File: config.mk
export PLATFORM = sky130hd
export DESIGN_NAME = cfc_flow_ctrl
export DESIGN_NICKNAME = d
export VERILOG_FILES = /design/src/rtl/cfc_pkg.sv /design/src/rtl/cfc_admit.sv /design/src/rtl/cfc_pkt_queue.sv /design/src/rtl/cfc_sender.sv /design/src/rtl/cfc_flow_ctrl.sv
export SDC_FILE = /design/constraint.sdc
export NUM_CORES = 1
export LEC_CHECK = 0
export ABC_CLOCK_PERIOD_IN_PS = 21800
export BUFFER_PORTS_ARGS = -buffer_cell sky130_fd_sc_hd__buf_2
export CAP_MARGIN = 40
export CORE_MARGIN = 3
export CORE_UTILIZATION = 45
export CTS_BUF_LIST = sky130_fd_sc_hd__clkbuf_16
export DETAILED_ROUTE_END_ITERATION = 16
export SLEW_MARGIN = 20
export SYNTH_ARGS = -nofsm -noshare
export SYNTH_HDL_FRONTEND = slang
export SYNTH_SLANG_ARGS = --single-unit
export TNS_END_PERCENT = 30
File: constraint.sdc
create_clock -name clk -period 21.8 [get_ports clk]
set_input_delay 1.09 -clock clk [delete_from_list [all_inputs] [get_ports clk]]
set_output_delay 1.09 -clock clk [all_outputs]
set_load 0.01 [all_outputs]
File: src/rtl/cfc_pkg.sv
package cfc_pkg;
    typedef enum logic [1:0] {
        ST_IDLE,
        ST_SEND,
        ST_WAIT
    } tx_state_e;
endpackage

File: src/rtl/cfc_admit.sv
module cfc_admit #(
    parameter int LEN_W      = 16,
    parameter int CELL_BYTES = 1500,
    parameter int BUF_CELLS  = 33,
    parameter int OCC_W      = 6,
    parameter int BYTES_W    = 11
) (
    input  logic               pkt_valid,
    input  logic [LEN_W-1:0]   pkt_len,
    input  logic [OCC_W-1:0]   used,
    input  logic               q_full,
    output logic               accept,
    output logic               drop,
    output logic [OCC_W-1:0]   ncells,
    output logic [BYTES_W-1:0] tail_bytes
);
    int need_i;
    int tail_i;
    int free_i;
    logic nonzero;

    always_comb begin
        need_i     = (int'(pkt_len) + CELL_BYTES - 1) / CELL_BYTES;
        tail_i     = (need_i == 0) ? 0 : int'(pkt_len) - (need_i - 1) * CELL_BYTES;
        free_i     = BUF_CELLS - int'(used);
        nonzero    = (pkt_len != '0);
        accept     = pkt_valid && nonzero && !q_full && (need_i <= free_i);
        drop       = pkt_valid && nonzero && !accept;
        ncells     = OCC_W'(need_i);
        tail_bytes = BYTES_W'(tail_i);
    end
endmodule

File: src/rtl/cfc_pkt_queue.sv
module cfc_pkt_queue #(
    parameter int DEPTH = 8,
    parameter int W     = 23
) (
    input  logic         clk,
    input  logic         rst_n,
    input  logic         push,
    input  logic [W-1:0] push_data,
    input  logic         pop,
    output logic [W-1:0] head,
    output logic         empty,
    output logic         full
);
    localparam int AW = (DEPTH > 1) ? $clog2(DEPTH) : 1;
    localparam int CW = $clog2(DEPTH + 1);

    logic [W-1:0]  mem [DEPTH];
    logic [AW-1:0] wr_ptr;
    logic [AW-1:0] rd_ptr;
    logic [CW-1:0] count;

    function automatic logic [AW-1:0] bump(input logic [AW-1:0] p);
        return (p == AW'(DEPTH - 1)) ? '0 : p + AW'(1);
    endfunction

    always_ff @(posedge clk) begin
        if (push) mem[wr_ptr] <= push_data;
    end

    always_ff @(posedge clk) begin
        if (!rst_n) begin
            wr_ptr <= '0;
            rd_ptr <= '0;
            count  <= '0;
        end else begin
            if (push) wr_ptr <= bump(wr_ptr);
            if (pop)  rd_ptr <= bump(rd_ptr);
            if (push && !pop)      count <= count + CW'(1);
            else if (pop && !push) count <= count - CW'(1);
        end
    end

    assign head  = mem[rd_ptr];
    assign empty = (count == '0);
    assign full  = (count == CW'(DEPTH));
endmodule

File: src/rtl/cfc_sender.sv
module cfc_sender
    import cfc_pkg::*;
#(
    parameter int LBL_W       = 6,
    parameter int OCC_W       = 6,
    parameter int BYTES_W     = 11,
    parameter int CELL_BYTES  = 1500,
    parameter int BURST_CELLS = 5,
    parameter int CNT_W       = 16
) (
    input  logic               clk,
    input  logic               rst_n,
    input  logic               slot_strobe,
    input  logic               ack_valid,
    input  logic               ack_ok,
    input  logic               q_empty,
    input  logic [LBL_W-1:0]   head_label,
    input  logic [OCC_W-1:0]   head_ncells,
    input  logic [BYTES_W-1:0] head_tail_bytes,
    output logic               q_pop,
    output logic               rel_en,
    output logic [OCC_W-1:0]   rel_cells,
    output logic               tx_valid,
    output logic               tx_sop,
    output logic               tx_eop,
    output logic               tx_tail,
    output logic [LBL_W-1:0]   tx_label,
    output logic [OCC_W-1:0]   tx_cell_idx,
    output logic [BYTES_W-1:0] tx_bytes,
    output logic [CNT_W-1:0]   retx_count
);
    localparam int BL_W = $clog2(BURST_CELLS + 1);

    tx_state_e       state, state_n;
    logic [OCC_W-1:0] done;
    logic [BL_W-1:0]  burst_len;
    logic [BL_W-1:0]  pos;
    logic [OCC_W-1:0] remaining;
    logic [BL_W-1:0]  pick;
    logic [OCC_W-1:0] acked_after;
    logic [OCC_W-1:0] idx_now;
    logic             last_in_burst;
    logic             answered;

    always_comb begin
        remaining     = head_ncells - done;
        pick          = (remaining > OCC_W'(BURST_CELLS)) ? BL_W'(BURST_CELLS) : BL_W'(remaining);
        acked_after   = done + OCC_W'(burst_len);
        idx_now       = done + OCC_W'(pos);
        last_in_burst = (pos == burst_len - BL_W'(1));
        answered      = (state == ST_WAIT) && ack_valid;
    end

    // next-state logic
    always_comb begin
        state_n = state;
        unique case (state)
            ST_IDLE: if (slot_strobe && !q_empty) state_n = ST_SEND;
            ST_SEND: if (last_in_burst)           state_n = ST_WAIT;
            ST_WAIT: if (ack_valid)               state_n = ST_IDLE;
            default:                              state_n = ST_IDLE;
        endcase
    end

    // state register and burst bookkeeping
    always_ff @(posedge clk) begin
        if (!rst_n) begin
            state      <= ST_IDLE;
            done       <= '0;
            burst_len  <= '0;
            pos        <= '0;
            retx_count <= '0;
        end else begin
            state <= state_n;
            if (state == ST_IDLE && state_n == ST_SEND) begin
                burst_len <= pick;
                pos       <= '0;
            end
            if (state == ST_SEND) pos <= pos + BL_W'(1);
            if (answered) begin
                if (ack_ok) done <= (acked_after == head_ncells) ? '0 : acked_after;
                else        retx_count <= retx_count + CNT_W'(1);
            end
        end
    end

    // outputs
    always_comb begin
        tx_valid    = (state == ST_SEND);
        tx_sop      = tx_valid && (pos == '0);
        tx_eop      = tx_valid && last_in_burst;
        tx_tail     = tx_valid && (idx_now == head_ncells - OCC_W'(1));
        tx_label    = tx_valid ? head_label : '0;
        tx_cell_idx = tx_valid ? idx_now : '0;
        tx_bytes    = !tx_valid ? '0 : (tx_tail ? head_tail_bytes : BYTES_W'(CELL_BYTES));
        rel_en      = answered && ack_ok;
        rel_cells   = OCC_W'(burst_len);
        q_pop       = rel_en && (acked_after == head_ncells);
    end
endmodule

File: src/rtl/cfc_flow_ctrl.sv
module cfc_flow_ctrl #(
    parameter int LBL_W       = 6,
    parameter int LEN_W       = 16,
    parameter int CELL_BYTES  = 1500,
    parameter int BUF_BYTES   = 50000,
    parameter int BURST_CELLS = 5,
    parameter int QDEPTH      = 8,
    parameter int CNT_W       = 16,
    localparam int BUF_CELLS  = BUF_BYTES / CELL_BYTES,
    localparam int OCC_W      = $clog2(BUF_CELLS + 1),
    localparam int BYTES_W    = $clog2(CELL_BYTES + 1)
) (
    input  logic               clk,
    input  logic               rst_n,
    input  logic               pkt_valid,
    input  logic [LEN_W-1:0]   pkt_len,
    input  logic [LBL_W-1:0]   pkt_label,
    input  logic               slot_strobe,
    input  logic               ack_valid,
    input  logic               ack_ok,
    output logic               tx_valid,
    output logic               tx_sop,
    output logic               tx_eop,
    output logic               tx_tail,
    output logic [LBL_W-1:0]   tx_label,
    output logic [OCC_W-1:0]   tx_cell_idx,
    output logic [BYTES_W-1:0] tx_bytes,
    output logic [OCC_W-1:0]   cells_used,
    output logic [CNT_W-1:0]   drop_count,
    output logic [CNT_W-1:0]   retx_count
);
    localparam int ENT_W = LBL_W + OCC_W + BYTES_W;

    logic               accept, drop;
    logic [OCC_W-1:0]   new_cells;
    logic [BYTES_W-1:0] new_tail;
    logic [ENT_W-1:0]   head;
    logic               q_empty, q_full, q_pop;
    logic               rel_en;
    logic [OCC_W-1:0]   rel_cells;
    logic [OCC_W-1:0]   add_c, sub_c;

    cfc_admit #(
        .LEN_W(LEN_W), .CELL_BYTES(CELL_BYTES), .BUF_CELLS(BUF_CELLS),
        .OCC_W(OCC_W), .BYTES_W(BYTES_W)
    ) admit_i (
        .pkt_valid(pkt_valid), .pkt_len(pkt_len), .used(cells_used), .q_full(q_full),
        .accept(accept), .drop(drop), .ncells(new_cells), .tail_bytes(new_tail)
    );

    cfc_pkt_queue #(.DEPTH(QDEPTH), .W(ENT_W)) queue_i (
        .clk(clk), .rst_n(rst_n),
        .push(accept), .push_data({pkt_label, new_cells, new_tail}),
        .pop(q_pop), .head(head), .empty(q_empty), .full(q_full)
    );

    cfc_sender #(
        .LBL_W(LBL_W), .OCC_W(OCC_W), .BYTES_W(BYTES_W), .CELL_BYTES(CELL_BYTES),
        .BURST_CELLS(BURST_CELLS), .CNT_W(CNT_W)
    ) sender_i (
        .clk(clk), .rst_n(rst_n), .slot_strobe(slot_strobe),
        .ack_valid(ack_valid), .ack_ok(ack_ok), .q_empty(q_empty),
        .head_label(head[ENT_W-1 -: LBL_W]),
        .head_ncells(head[BYTES_W +: OCC_W]),
        .head_tail_bytes(head[BYTES_W-1:0]),
        .q_pop(q_pop), .rel_en(rel_en), .rel_cells(rel_cells),
        .tx_valid(tx_valid), .tx_sop(tx_sop), .tx_eop(tx_eop), .tx_tail(tx_tail),
        .tx_label(tx_label), .tx_cell_idx(tx_cell_idx), .tx_bytes(tx_bytes),
        .retx_count(retx_count)
    );

    always_comb begin
        add_c = accept ? new_cells : '0;
        sub_c = rel_en ? rel_cells : '0;
    end

    always_ff @(posedge clk) begin
        if (!rst_n) begin
            cells_used <= '0;
            drop_count <= '0;
        end else begin
            cells_used <= cells_used + add_c - sub_c;
            if (drop) drop_count <= drop_count + CNT_W'(1);
        end
    end
endmodule

# ---- After elaboration in Yosys (flattened, before gate mapping)
# Memory sizes are Yosys's and may differ from the RTL's. A register that Yosys moved wholly into a read port is not among the register bits.
# Index checks and enable logic that the tools add are counted.
dict set report word_totals {
  reg_bits 62
  ramBits 184
  in_bits 28
  output_inout_bits 65
  elab_cells 94
  n_memories 1
}
dict set report op_classes {
  n_addsub 19
  mul 1
  div 1
  n_lt_le_gt_ge 2
  eq_ne 9
  n_mux 23
  n_bitwise 1
  reduce_logical 27
}
# memory depth word_bits read_ports rd_ports_with_merged_regs write_ports line_no
set mem_list {}
lappend mem_list {queue_i.mem 8 23 1 1 1 cfc_pkt_queue.sv:17} ;# logic [W-1:0] mem [DEPTH];
# operator count
set ops {}
lappend ops {{subtractor 32 x 2 -> 32 bit (second input constant)} 2}
lappend ops {{two-way mux 11 bit} 3}
lappend ops {{adder 16 x 1 -> 16 bit (second input constant)} 2}
lappend ops {{divider 32 x 12 -> 32 bit (second input constant)} 1}
lappend ops {{less-or-equal comparator 32 bit} 1}
lappend ops {{zero test 32 bit} 1}
lappend ops {{multiplier 32 x 10 -> 9 bit (second input constant)} 1}
lappend ops {{two-way mux 3 bit} 8}
lappend ops {{two-way mux 6 bit} 4}
lappend ops {{adder 16 x 11 -> 17 bit (second input constant)} 1}
lappend ops {{nonzero test 16 bit} 1}
lappend ops {{logical AND 1 bit} 14}
lappend ops {{adder 6 x 3 -> 6 bit} 2}
lappend ops {{== test 6 bit} 2}
lappend ops {{subtractor 11 bit} 1}
lappend ops {{adder 3 x 1 -> 3 bit (second input constant)} 3}
lappend ops {{two-way mux 4 bit} 2}
lappend ops {{subtractor 6 x 6 -> 7 bit (first input constant)} 1}
lappend ops {{adder 6 bit} 1}
lappend ops {{== test 3 bit (second input constant)} 2}
lappend ops {{greater-than comparator 6 x 3 -> 1 bit (second input constant)} 1}
lappend ops {{two-way mux 2 bit} 3}
lappend ops {{one-hot mux 2 bit (3 select lines)} 1}
lappend ops {{subtractor 6 x 1 -> 6 bit (second input constant)} 1}
lappend ops {{17 further kinds} 24}

# ---- Logic depth before layout (Yosys ltp)
dict set report depth {
  depth_word 9
  mapped_depth 56
  ltp_nobuf 52
}

# ---- By module
# From an unflattened synthesis, not the netlist that was laid out.
dict set report unflattened {
  hier_cells 1311
  area_unflattened_um2 15344.7
}
# module n_inst cells_each area_each_um2 seq_area_each_um2
set by_module_without_submodules {}
lappend by_module_without_submodules {cfc_pkt_queue 1 339 7708.6 5785.5}
lappend by_module_without_submodules {cfc_admit 1 563 4056.4 0.0}
lappend by_module_without_submodules {cfc_sender 1 267 2314.7 600.6}
lappend by_module_without_submodules {cfc_flow_ctrl 1 142 1265.0 440.4}

# ---- Worst setup path before layout
# No wires, ideal clock.
dict set report synth_timing {
  kind {input port to flip-flop}
  start {in pkt_len[2]}
  end {mem queue_i.mem[0][10] (data pin)}
  setup_time_ns 0.224
  arrival_time_ns 12.280
  required_ns 21.576
  path_slack_ns 9.296
  stages 47
  n_path_buf 4
  path_cell_list {buf_2 inv_1 ha_1 xnor2_2 nand3_1 or4_1 buf_2 o31a_1 nor4b_2 o211ai_1 a21oi_2 buf_4 and2_1 a21oi_1 a21oi_2 xnor2_1 clkbuf_1 nand3_1 (+11 left out) and2_1 nand2b_1 fa_1 inv_1 fa_1 inv_1 fa_1 inv_1 fa_1 inv_1 ha_1 ha_1 xor2_1 ha_1 a21oi_1 xnor2_1 or3_1 a21oi_1}
}
dict set report synth_via {
  elab_chain_cells 7
  elab_cells_between_ends 8
  cone_classes {4 x add/sub; 1 x mul; 1 x div; 1 x mux; 1 x reduce/logical}
}
# item line_no
set synth_rtl {}
lappend synth_rtl {{start: declaration} cfc_flow_ctrl.sv:16} ;# input logic [LEN_W-1:0] pkt_len,
lappend synth_rtl {{adder 16 x 11 -> 17 bit (*)} cfc_admit.sv:23} ;# need_i = (int'(pkt_len) + CELL_BYTES - 1) / CELL_BYTES;
lappend synth_rtl {{subtractor 32 x 2 -> 32 bit (*)} cfc_admit.sv:23}
lappend synth_rtl {{divider 32 x 12 -> 32 bit (*)} cfc_admit.sv:23}
lappend synth_rtl {{named net admit_i.ncells[5]} cfc_admit.sv:14} ;# output logic [OCC_W-1:0] ncells,
lappend synth_rtl {{subtractor 32 x 2 -> 32 bit} cfc_admit.sv:24} ;# tail_i = (need_i == 0) ? 0 : int'(pkt_len) - (need_i - 1) * CELL_BYTES;
lappend synth_rtl {{multiplier 32 x 10 -> 9 bit} cfc_admit.sv:24}
lappend synth_rtl {{subtractor 11 bit} cfc_admit.sv:24}
lappend synth_rtl {{two-way mux 11 bit (*)} cfc_admit.sv:24}
lappend synth_rtl {{named net admit_i.tail_bytes[10]} cfc_admit.sv:15} ;# output logic [BYTES_W-1:0] tail_bytes
lappend synth_rtl {{end: declaration} cfc_pkt_queue.sv:17}
# The timed path passes the listed nets; every way through them passes the cells marked *.

# ---- Final worst setup path
# Same ends and word-level chain as after synthesis.

==> results.md <==
* Critical Path AT at approximately 14 ns
* Syn. warnings at 0
* Clk pin slew, worst setup/hold paths at 0.06 ns
* EDFF count, synth at around 180
* Final Hold Viols at 0
* Setup violations, final at 0
* DRC at 0
* Actual slew at the worst max-slew pin at roughly 0.85 ns
* Critical path startpoint category: input port
* Ratio of cells with drive above 1 in the final layout at approximately 18%
* Max Cap Viol at 0
* Commonest non-fill, non-tap cell in the layout: edfxtp_1
* Worst Hold Path Cells at 2
* Worst min-delay path startpoint: queue_i.rd_ptr[0]
* Max Slew Vio Count at 0
* Root Buffer: clkbuf_16
* Asr flop ratio synth at 0%
* Mean Syn Cell Area at about 11 um^2
* Vias post-DR at ~11000
* HP Class: reg -> reg
* Area grow syn2layout at 14.3%
* Worst stage delay on the critical path at approximately 0.63 ns
* Vias in the first global route at ~11000
* Final Cell Area at between 0.015 and 0.02 mm^2
* Clock Sinks at around 250
* Status: completed
* Part of the Yosys area used for sequential elements at between 40% and 50%
* First-pass GRT wire length at ~59000 um
* Die Area at around 0.037 mm^2
* CP required at 22.07 ns
* Initial DRC count at between 600 and 700
* Fmax achieved at about 72 MHz
* Crit path depth at between 40 and 50
* Core ar. at between 0.03 and 0.04 mm^2
* TritonCTS Buffers at 27
* Htree depth at 1
* Initial Util at 46.3%
* Most frequent cells in the layout: edfxtp_1 (184), ha_1 (100), buf_2 (97)
* Largest net degree at the start of global routing at between 40 and 50
* CTS Buffer Depth at 3
* Initial antenna violation count at 0
* Worst-path fanout max at 16
* Router iterations before antenna repair at 5
* Tcrit/Tclk final at between 60% and 70%
* TritonCTS clock tree: yes
* Die width at just under 200 um
* WL/cell at around 19 um
* Family with the most delay on the worst path: compound AO/OA/AOI/OAI gates
* Fin nets at approximately 1700
* Routed Antenna Nets at 0
* Placement Cell Area at roughly 0.017 mm^2
* CP Buf/Inv Count at 8
* Hold buffers post-CTS at 0
* Path depth of the worst reg2reg path at 28
* Mapped Area at approximately 0.016 mm^2
* Reg-to-reg slack, setup at between 15 and 20 ns
* Setup Buffers After CTS at 0
* Buffers on Ports at 92
* Skew-Pair Late Insertion Delay at 0.54 ns
* # resized after CTS at 0
* R2r startpoint: cells_used[1]
* Slew headroom at 42.5%
* Critical path capture point type: register
* Crit-path slowest cell: or4_1
* Vias per std cell at roughly 5.6
* Fillers at 2939
* Die Y at roughly 190 um
* Sum Neg Setup Slack at 0 ns
* FF+latch area at roughly 0.0068 mm^2
* CP startpoint: pkt_len[2]
* Final Wtd Congestion at around 0.9
* Tot GR Track Use at between 10% and 20%
* Library cells used by synthesis at 99
* WS Path Type: in -> reg
* Crit path time final at around 14 ns
* Footprint of the multi-input gates at 0.00858 mm^2
* Post-DP HPWL at 26700 um
* RSZ-0062 raised after global routing: no
* Row cnt at 67
* Diodes inserted at 0
* GRT overflow at 0
* Clk_skew at 0.0171 ns
* Synth Register Bits at 249
* Routed wire length at between 30000 and 40000 um
* Mapped Cells at between 1000 and 1500
* Top-Level Pins at slightly above 90
* Ys flop type: edfxtp_1
## layout make-up
| type | instances | area share [%] |
|---|---|---|
| clock buffers | 27 | 3.76 |
| clock inverters | 23 | 1.83 |
| inverters | 76 | 1.59 |
| multi-input cells | 1033 | 47.7 |
| flip-flops and latches | 249 | 38.0 |
| well taps | 448 | 3.12 |
| repair buffers | 121 | 3.93 |
## layer usage
metal | up-vias | GRT usage (%) | wire, um
met5 | - | 0 | 0
met4 | 0 | 3.73 | 586
met3 | 45 | 1.98 | 1470
met2 | 242 | 34.0 | 17700
met1 | 5363 | 27.8 | 17200
li1 | 5390 | - | -
## logic make-up after synthesis
group	share of synthesized area [%]
multiplexers	9.18
flip-flops	43.4
adder cells (fa/ha/maj)	10.6
AND/OR/NAND/NOR	13.8
buffers and inverters	2.99
other	0.0239
AO/OA/AOI/OAI	12.6
XOR/XNOR	7.34
## synthesized netlist by cell type (all sizes together) (19+ instances only)
master	instances	share of area (%)
o21ai	46	1.5
mux4	46	6.6
nor2	85	2.0
dfxtp	65	8.3
mux2i	38	2.4
nand4	19	0.76
nor3	34	1.2
xor2	33	1.8
xnor2	97	5.5
ha	100	8.0
a21oi	69	2.2
nand3	31	0.99
fa	20	2.5
clkbuf	27	0.64
inv	73	1.7
nand2	64	1.5
edfxtp	184	35
and2	53	2.1
nor2b	30	1.2
a21o	23	1.1
## state kept, by name, summed over array words and instances, names as in the netlist, named ones only
| register | cells |
|---|---|
| sender_i.state | 2 |
| sender_i.burst_len | 3 |
| sender_i.pos | 3 |
| sender_i.done | 6 |
| sender_i.retx_count | 16 |
| queue_i.wr_ptr | 3 |
| queue_i.rd_ptr | 3 |
| drop_count | 16 |
| cells_used | 6 |
| queue_i.mem | 184 |
| queue_i.count | 4 |
## worst reg2reg max path: cells and delay by family, from the launching register on
| kind | cells | cell delay (ns) |
|---|---|---|
| AO/OA/AOI/OAI | 12 | 1.87 |
| adder cells (fa/ha/maj) | 4 | 1.36 |
| AND/OR/NAND/NOR | 6 | 0.59 |
| buffers and inverters | 4 | 0.53 |
| flip-flops | 1 | 0.44 |
| XOR/XNOR | 2 | 0.32 |
## final timing paths
| kind | endpoint |
|---|---|
| max | queue_i.mem[0][10] |
| min | register |
| max reg2reg | cells_used[5] |
| min reg2reg | register |
## metrics by stage
step / setup slack [ns] / cells / utilization [%] / hold slack (ns)
6_report: 8.00 / 1977 / 52.9 / 0.498
5_1_grt: 7.00 / 1977 / 52.9 / 0.535
4_1_cts: 7.93 / 1972 / 52.8 / 0.507
3_5_place_dp: 7.38 / 1922 / 49.9 / 0.493
3_3_place_gp: 7.28 / 1914 / 49.5 / 0.488
2_1_floorplan: 9.30 / 1403 / - / 0.474
Power is left out: the tool's default activity adds up to more than one toggle a clock period on the data nets, which glitch-free logic cannot reach.
